[config.mk]
export PLATFORM = sky130hd
export DESIGN_NAME = stall_seq
export DESIGN_NICKNAME = d
export VERILOG_FILES = /design/src/rtl/stall_seq_pkg.sv /design/src/rtl/stall_sat_accum.sv /design/src/rtl/stall_coil_map.sv /design/src/rtl/stall_seq.sv
export SDC_FILE = /design/constraint.sdc
export NUM_CORES = 1
export LEC_CHECK = 0
export BUFFER_PORTS_ARGS = -buffer_cell sky130_fd_sc_hd__buf_2
export CAP_MARGIN = 10
export CORE_ASPECT_RATIO = 1.1
export CORE_MARGIN = 5
export CORE_UTILIZATION = 57
export CTS_BUF_LIST = sky130_fd_sc_hd__clkbuf_16
export CTS_CLUSTER_DIAMETER = 100
export DETAILED_ROUTE_END_ITERATION = 12
export GPL_ROUTABILITY_DRIVEN = 0
export HOLD_SLACK_MARGIN = 0.05
export PLACE_DENSITY = 0.81
export REMOVE_ABC_BUFFERS = 1
export SYNTH_ARGS = -nofsm -noshare
export SYNTH_HDL_FRONTEND = slang
export SYNTH_HIERARCHICAL = 1
export SYNTH_SLANG_ARGS = --single-unit
[constraint.sdc]
create_clock -name clk -period 3.8 [get_ports clk]
set_input_delay 0.76 -clock clk [delete_from_list [all_inputs] [get_ports clk]]
set_output_delay 0.76 -clock clk [all_outputs]
set_load 0.02 [all_outputs]
[src/rtl/stall_seq_pkg.sv]
package stall_seq_pkg;
    typedef enum logic [1:0] {
        ST_IDLE   = 2'd0,
        ST_BLANK  = 2'd1,
        ST_INTEG  = 2'd2,
        ST_DECIDE = 2'd3
    } seq_state_e;

    localparam logic [1:0] DRV_OFF = 2'b00;
    localparam logic [1:0] DRV_POS = 2'b01;
    localparam logic [1:0] DRV_NEG = 2'b10;
endpackage

[src/rtl/stall_sat_accum.sv]
module stall_sat_accum #(
    parameter int ACC_W = 16
) (
    input  logic             clk,
    input  logic             rst_n,
    input  logic             clr_i,
    input  logic             en_i,
    input  logic             bit_i,
    output logic [ACC_W-1:0] acc_o
);
    localparam logic [ACC_W-1:0] ACC_MAX = {1'b0, {(ACC_W-1){1'b1}}};
    localparam logic [ACC_W-1:0] ACC_MIN = {1'b1, {(ACC_W-1){1'b0}}};
    localparam logic [ACC_W-1:0] ONE     = {{(ACC_W-1){1'b0}}, 1'b1};

    logic [ACC_W-1:0] acc_d, acc_q;

    always_comb begin
        acc_d = acc_q;
        if (clr_i) begin
            acc_d = '0;
        end else if (en_i) begin
            if (bit_i && (acc_q != ACC_MAX)) begin
                acc_d = acc_q + ONE;
            end else if (!bit_i && (acc_q != ACC_MIN)) begin
                acc_d = acc_q - ONE;
            end
        end
    end

    always_ff @(posedge clk) begin
        if (!rst_n) acc_q <= '0;
        else        acc_q <= acc_d;
    end

    assign acc_o = acc_q;
endmodule

[src/rtl/stall_coil_map.sv]
module stall_coil_map
    import stall_seq_pkg::*;
(
    input  logic       active_i,
    input  logic       sel_i,
    input  logic       pol_i,
    output logic [1:0] coil_a_o,
    output logic [1:0] coil_b_o
);
    logic [1:0] code;

    always_comb begin
        code     = pol_i ? DRV_POS : DRV_NEG;
        coil_a_o = DRV_OFF;
        coil_b_o = DRV_OFF;
        if (active_i) begin
            if (sel_i) coil_b_o = code;
            else       coil_a_o = code;
        end
    end
endmodule

[src/rtl/stall_seq.sv]
module stall_seq
    import stall_seq_pkg::*;
#(
    parameter int CNT_W = 16,
    parameter int ACC_W = 16
) (
    input  logic             clk,
    input  logic             rst_n,
    input  logic             start_i,
    input  logic             abort_i,
    input  logic             coil_sel_i,
    input  logic             pol_i,
    input  logic [CNT_W-1:0] blank_cnt_i,
    input  logic [CNT_W-1:0] integ_cnt_i,
    input  logic [ACC_W-1:0] thresh_i,
    input  logic             bit_i,
    output logic [1:0]       coil_a_o,
    output logic [1:0]       coil_b_o,
    output logic             busy_o,
    output logic             done_o,
    output logic             stall_o,
    output logic [ACC_W-1:0] acc_o
);
    localparam logic [CNT_W-1:0] CNT_ONE = {{(CNT_W-1){1'b0}}, 1'b1};

    typedef struct packed {
        seq_state_e       st;
        logic [CNT_W-1:0] cnt;
        logic [CNT_W-1:0] integ;
        logic [ACC_W-1:0] thr;
        logic             sel;
        logic             pol;
        logic             done;
        logic             stall;
    } ctl_t;

    ctl_t ctl_d, ctl_q;
    logic acc_clr, acc_en;
    logic [ACC_W-1:0] acc_w;

    always_comb begin
        ctl_d      = ctl_q;
        ctl_d.done = 1'b0;
        acc_clr    = 1'b0;
        acc_en     = 1'b0;
        if (abort_i) begin
            ctl_d.st  = ST_IDLE;
            ctl_d.cnt = '0;
        end else begin
            unique case (ctl_q.st)
                ST_IDLE: begin
                    if (start_i) begin
                        ctl_d.st    = ST_BLANK;
                        ctl_d.cnt   = blank_cnt_i;
                        ctl_d.integ = integ_cnt_i;
                        ctl_d.thr   = thresh_i;
                        ctl_d.sel   = coil_sel_i;
                        ctl_d.pol   = pol_i;
                        acc_clr     = 1'b1;
                    end
                end
                ST_BLANK: begin
                    if (ctl_q.cnt == '0) begin
                        ctl_d.st  = ST_INTEG;
                        ctl_d.cnt = ctl_q.integ;
                    end else begin
                        ctl_d.cnt = ctl_q.cnt - CNT_ONE;
                    end
                end
                ST_INTEG: begin
                    acc_en = 1'b1;
                    if (ctl_q.cnt == '0) ctl_d.st = ST_DECIDE;
                    else                 ctl_d.cnt = ctl_q.cnt - CNT_ONE;
                end
                ST_DECIDE: begin
                    ctl_d.st    = ST_IDLE;
                    ctl_d.done  = 1'b1;
                    ctl_d.stall = ($signed(acc_w) <= $signed(ctl_q.thr));
                end
                default: ctl_d.st = ST_IDLE;
            endcase
        end
    end

    always_ff @(posedge clk) begin
        if (!rst_n) begin
            ctl_q <= '{st: ST_IDLE, default: '0};
        end else begin
            ctl_q <= ctl_d;
        end
    end

    stall_sat_accum #(.ACC_W(ACC_W)) u_accum (
        .clk   (clk),
        .rst_n (rst_n),
        .clr_i (acc_clr),
        .en_i  (acc_en),
        .bit_i (bit_i),
        .acc_o (acc_w)
    );

    stall_coil_map u_coils (
        .active_i ((ctl_q.st == ST_BLANK) || (ctl_q.st == ST_INTEG)),
        .sel_i    (ctl_q.sel),
        .pol_i    (ctl_q.pol),
        .coil_a_o (coil_a_o),
        .coil_b_o (coil_b_o)
    );

    assign busy_o  = (ctl_q.st != ST_IDLE);
    assign done_o  = ctl_q.done;
    assign stall_o = ctl_q.stall;
    assign acc_o   = acc_w;
endmodule

==> results of run 1 <==
## critical path, cell delays in order, from the launching register on
cell and delay [ns]:
dfxtp_1 0.46, nand4_1 0.19, nor4_2 0.40, nand2b_1 0.64, ha_1 0.41, o211ai_1 0.32, o211ai_2 0.17, a2111oi_4 0.40
nor3b_1 0.11, o21ai_0 0.20, o31ai_1 0.09
## metrics by stage
step                cells  setup WS, ns  hold WS (ns)  util [%]
floorplan             528        0.7103        0.4428         -
global route          735       0.01342        0.4946     68.44
detailed placement    720        0.3388        0.4561     64.18
CTS                   735        0.3153        0.4640     68.44
finish                735        0.2813        0.4618     68.44
global placement      720        0.5008        0.4508     64.18
## cell type report
class,instances,area [µm²]
multi-input combinational,433,3010
clock inverter,6,111.4
timing repair buffer,84,437.9
tap,108,135.1
inverter,25,93.84
sequential,70,1401
clock buffer,9,225.2
fill,662,2497
## layer usage
| metal | vias up | part of all wire, % | global-route usage (%) |
|---|---|---|---|
| met3 | 44 | 6.3 | 3.473 |
| met5 | - | 0 | 0 |
| met2 | 218 | 48 | 44.36 |
| li1 | 2154 | - | - |
| met1 | 2134 | 42 | 35.37 |
| met4 | 0 | 3.7 | 12.30 |
## how the worst min path moves through the flow
stage | depth (start not counted) | from | to
finish | 2 | ctl_q[5] | ctl_q[5]
global route | 2 | ctl_q[11] | ctl_q[11]
CTS | 2 | ctl_q[11] | ctl_q[11]
detailed placement | 2 | ctl_q[11] | ctl_q[11]
global placement | 2 | ctl_q[13] | ctl_q[13]
floorplan | 2 | ctl_q[22] | ctl_q[22]
## registers in the layout, indices dropped and copies added, names as in the netlist
register	flops
ctl_q	52
u_accum/acc_o	16
done_o	1
stall_o	1
## Yosys cell counts (3+ instances only)
cell / n
nand3_1: 7
a32oi_1: 6
xnor2_1: 12
a32o_1: 5
o21a_1: 7
o22ai_1: 8
o21ai_0: 11
nor2_1: 32
xor2_1: 3
clkbuf_1: 13
a211oi_2: 3
a222oi_1: 5
nand2_1: 98
nor3_1: 5
o211ai_1: 4
a21boi_0: 35
o2111a_1: 3
dfxtp_1: 70
nand2b_1: 6
nor4_1: 4
o41ai_1: 4
mux2i_1: 9
a21o_1: 6
nand4_1: 11
inv_1: 24
nor2b_1: 9
nor4_2: 4
buf_2: 7
a211oi_1: 4
o21ai_1: 8
ha_1: 37
a21oi_1: 35
## where the power goes
| group | internal (W) | switching [W] | total [W] | leakage [nW] |
|---|---|---|---|---|
| logic | 0.000141 | 0.000221 | 0.000362 | 1.54 |
| clock network | 0.000637 | 0.000319 | 0.000956 | 0.161 |
| registers | 0.000761 | 0.0000257 | 0.000787 | 0.569 |
## cell families (layout without fill, tap and decap cells)
| family | after synthesis | after routing | share of synthesized area (%) |
|---|---|---|---|
| buffers and inverters | 51 | 124 | 4.838 |
| DFF | 70 | 70 | 30.27 |
| adders and majority gates | 38 | 38 | 10.43 |
| and+or+nand+nor | 205 | 205 | 22.76 |
| muxes | 9 | 9 | 1.946 |
| AOI/OAI and AO/OA | 166 | 166 | 26.92 |
| xor gates and xnor gates | 15 | 15 | 2.838 |
==> impl_metrics.tcl, run 1 <==
set metrics [dict create \
    status "finished clean" \
    critPathLaunch "u_accum/acc_o[9]" \
    grt_pass1_wl_um 21740 \
    synthFlopType "dfxtp_1" \
    syn_inst 554 \
    grt_max_degree 36 \
    ys_ff_latch 70 \
    cts_made_buffers 9 \
    die_h_um 104.5 \
    cts_setup_buffers 0 \
    insertion_delay_ns 0.33 \
    rrSetupSlack_ns 0.28 \
    clockRootBuffer "clkbuf_16" \
    synth.avg_cell_area_um2 8.356 \
    report.power.total_w 0.002105 \
    grt_overflow 0 \
    maxSlewViolCount 0 \
    setup_violations 0 \
    final_cell_mix "98 x nand2_1, 77 x buf_2, 70 x dfxtp_1, 37 x ha_1" \
    critPathLaunchType "register" \
    clockBufferDepth 2 \
    netlist_area_um2 4629 \
    cts_sinks 70 \
    period_minus_slack_ns 3.519 \
    powerDensity_nw_per_um2 388.7 \
    clk_pin_slew_worst_paths_ns 0.06 \
    routed_wl_um 13370 \
    syn_to_final_growth_pct 16.97 \
    crit_type "reg2reg" \
    n_antenna_cell 0 \
    fin_skew_ns 0.007380 \
    ant_nets 0 \
    netlist_top_cells_area "dfxtp_1 30%, ha_1 10%, nand2_1 7.9%, a21boi_0 5.7%, a21oi_1 3.8%" \
    rows 34 \
    synth.distinct_cells 78 \
    drtIter0Drc 388 \
    drt_first_pass_iters 5 \
    ir_drop_mv 0.2268 \
    die-area_um2 10030 \
    yosysWarnings 6 \
    yosysSeqAreaShare_pct 30.27 \
    grt.total_usage_pct 27.21 \
    yosys.area.top_type "dfxtp_1" \
    hold_viol 0 \
    die_w_um 95.93 \
    end_kind "register" \
    ctsHtreeMaxLevel 3 \
    dpl.hpwl_um 9751 \
    start_util_pct 58.51 \
    cts_hold_buf 0 \
    grt_pass1_vias 4593 \
    placed_area_um2 5079 \
    core_um2 7913 \
    required_ns 4.01 \
    synth_top_area_share_pct 30.27 \
    rr_endpoint "u_accum/acc_o[15]" \
    cts_tree "built" \
    cp.arrival_ns 3.73 \
    final_common_cell "nand2_1" \
    rsz0062_at_grt "no" \
    p_leak_nw 2.270 \
    vias_per_cell 6.190 \
    fin_area_um2 5415 \
    synth_edf_count 0 \
    async_flop_share_pct 0 \
    io_pins 78 \
    cap_viol_max_count 0 \
    wl_per_cell_um 18.19 \
    r2r_start "u_accum/acc_o[9]" \
    crit_path_end "u_accum/acc_o[15]" \
    fin_tns_setup_ns 0 \
    cp_max_fo 16 \
    layout-drive-gt1-share_pct 20.57 \
    ctsResizeCount 0 \
    port_buffers 77 \
    worstRegToRegCells 10 \
    fin_nets 716 \
    antenna_found_initial 0 \
    period_share_pct 92.60 \
    vias 4550 \
    hold_path_class "reg2reg" \
    fmax_ghz 0.2842 \
    drc 0 \
    slew_headroom_pct 22.40 \
    worst_pin_slew_ns 1.162 \
]
Power figures use the tool's default switching activity.
==> run 2: changes to the inputs <==
CORE_ASPECT_RATIO = unset   (was 1.1)
==> impl_metrics.tcl, run 2 (synthesis gave the netlist of run 1 again) <==
set metrics [dict create \
    status "finished clean" \
    cpMaxStageDelayCell "dfxtp_1" \
    min_delay_path_depth 2 \
    final_common_cell "nand2_1" \
    ctsHtreeMaxLevel 3 \
    fin_ws_ns 0.4427 \
    ir_drop_mv 0.2556 \
    layout-drive-gt1-share_pct 20.26 \
    cp.arrival_ns 3.57 \
    worstHoldEndpoint "ctl_q[5]" \
    dpl.hpwl_um 9657 \
    cts_made_buffers 9 \
    critPathLaunchType "register" \
    p_leak_nw 2.249 \
    antenna_found_initial 0 \
    crit_chain "nand4_1 -> nor4_2 -> nand2b_1 -> buf_4 -> ha_1 -> a211oi_1 -> nor2_1 -> o41ai_1 -> nor3b_1 -> o21ai_0 -> o31ai_1" \
    syn_to_final_growth_pct 15.59 \
    crit_type "reg2reg" \
    ant_nets 0 \
    hold_path_class "reg2reg" \
    placed_area_um2 5071 \
    clockRootBuffer "clkbuf_16" \
    die-area_um2 10020 \
    slew_headroom_pct 56.67 \
    die_h_um 100.1 \
    n_antenna_cell 0 \
    cts_setup_buffers 0 \
    drc 0 \
    routed_wl_um 12880 \
    fmax_ghz 0.2979 \
    hold-worst-slack_ns 0.4648 \
    fin_skew_ns 0.005306 \
    vias 4513 \
    cp_max_fo 9 \
    max_flop_register "ctl_q" \
    rr_endpoint "u_accum/acc_o[15]" \
    critPathBufInv 1 \
    port_buffers 77 \
    cts_sinks 70 \
    grt_max_degree 40 \
    period_share_pct 88.35 \
    worstRegToRegCells 11 \
    drt_first_pass_iters 5 \
    hold_viol 0 \
    rows 32 \
    end_kind "register" \
    fin_tns_setup_ns 0 \
    clockBufferDepth 2 \
    drtIter0Drc 302 \
    cap_viol_max_count 0 \
    io_pins 78 \
    clk_pin_slew_worst_paths_ns 0.05 \
    core_um2 7807 \
    grt.total_usage_pct 26.38 \
    final_cell_mix "98 x nand2_1, 77 x buf_2, 70 x dfxtp_1, 37 x ha_1" \
    largest_reg_flops 52 \
    rrSetupSlack_ns 0.44 \
    start_util_pct 59.29 \
    cp_top_family "simple AND/OR/NAND/NOR gates" \
    rsz0062_at_grt "no" \
    wl_per_cell_um 17.67 \
    insertion_delay_ns 0.33 \
    grt_pass1_vias 4400 \
    setup_violations 0 \
    fin_nets 716 \
    worst_pin_slew_ns 0.6500 \
    powerDensity_nw_per_um2 363.1 \
    maxSlewViolCount 0 \
    min-delay-start "ctl_q[5]" \
    cts_tree "built" \
    max_stage_delay_ns 0.52 \
    required_ns 4.01 \
    grt_overflow 0 \
    grt_pass1_wl_um 21250 \
    vias_per_cell 6.191 \
    cts_hold_buf 0 \
    pre_cts_ws_ns 0.5140 \
    ctsResizeCount 0 \
    r2r_start "u_accum/acc_o[0]" \
    fin_area_um2 5351 \
    period_minus_slack_ns 3.357 \
    die_w_um 100.1 \
]
-- run 2: layout make-up --
type | count | area, µm²
clock inverter | 6 | 55.05
clock buffer | 9 | 225.2
fill | 666 | 2456
multi-input combinational | 433 | 3010
inverter | 25 | 93.84
timing repair buffer | 84 | 437.9
tap | 102 | 127.6
sequential | 70 | 1401
-- run 2: report_power, final --
group / leakage [nW] / switching, W / internal [W]
Sequential: 0.569 / 0.0000259 / 0.000762
Clock: 0.140 / 0.000301 / 0.000496
Combinational: 1.54 / 0.000216 / 0.000143
-- run 2: per-layer routing --
metal	track usage, %	routed length [µm]	part of all wire (%)	vias up
met4	11.40	401	3.1	0
met1	33.88	5557	43	2100
met2	42.25	5910	46	212
met5	0	0	0	-
met3	6.254	1013	7.9	42
li1	-	-	-	2159
-- run 2: worst max-delay path by stage --
stage	slack [ns]	depth (start not counted)	to	start
detailed placement	0.51	11	u_accum/acc_o[15]	u_accum/acc_o[12]
CTS	0.51	11	u_accum/acc_o[15]	u_accum/acc_o[12]
finish	0.44	11	u_accum/acc_o[15]	u_accum/acc_o[0]
global placement	0.74	11	u_accum/acc_o[15]	u_accum/acc_o[0]
global route	0.08	11	u_accum/acc_o[15]	u_accum/acc_o[12]
floorplan	0.71	10	u_accum/acc_o[15]	u_accum/acc_o[0]
-- run 2: worst reg2reg max path, cell delays in order (launching register included) --
cell and delay, ns:
dfxtp_1 0.52, nand4_1 0.19, nor4_2 0.39, nand2b_1 0.38, buf_4 0.25, ha_1 0.34
a211oi_1 0.30, nor2_1 0.14, o41ai_1 0.34, nor3b_1 0.12, o21ai_0 0.17, o31ai_1 0.09
-- run 2: through the flow --
stage	cells	util (%)	power, W
final	729	68.54	0.001943
after global placement	714	64.95	0.001139
after floorplan	528	-	0.001034
after CTS	729	68.54	0.001945
after detailed placement	714	64.95	0.001150
after global routing	729	68.54	0.002029
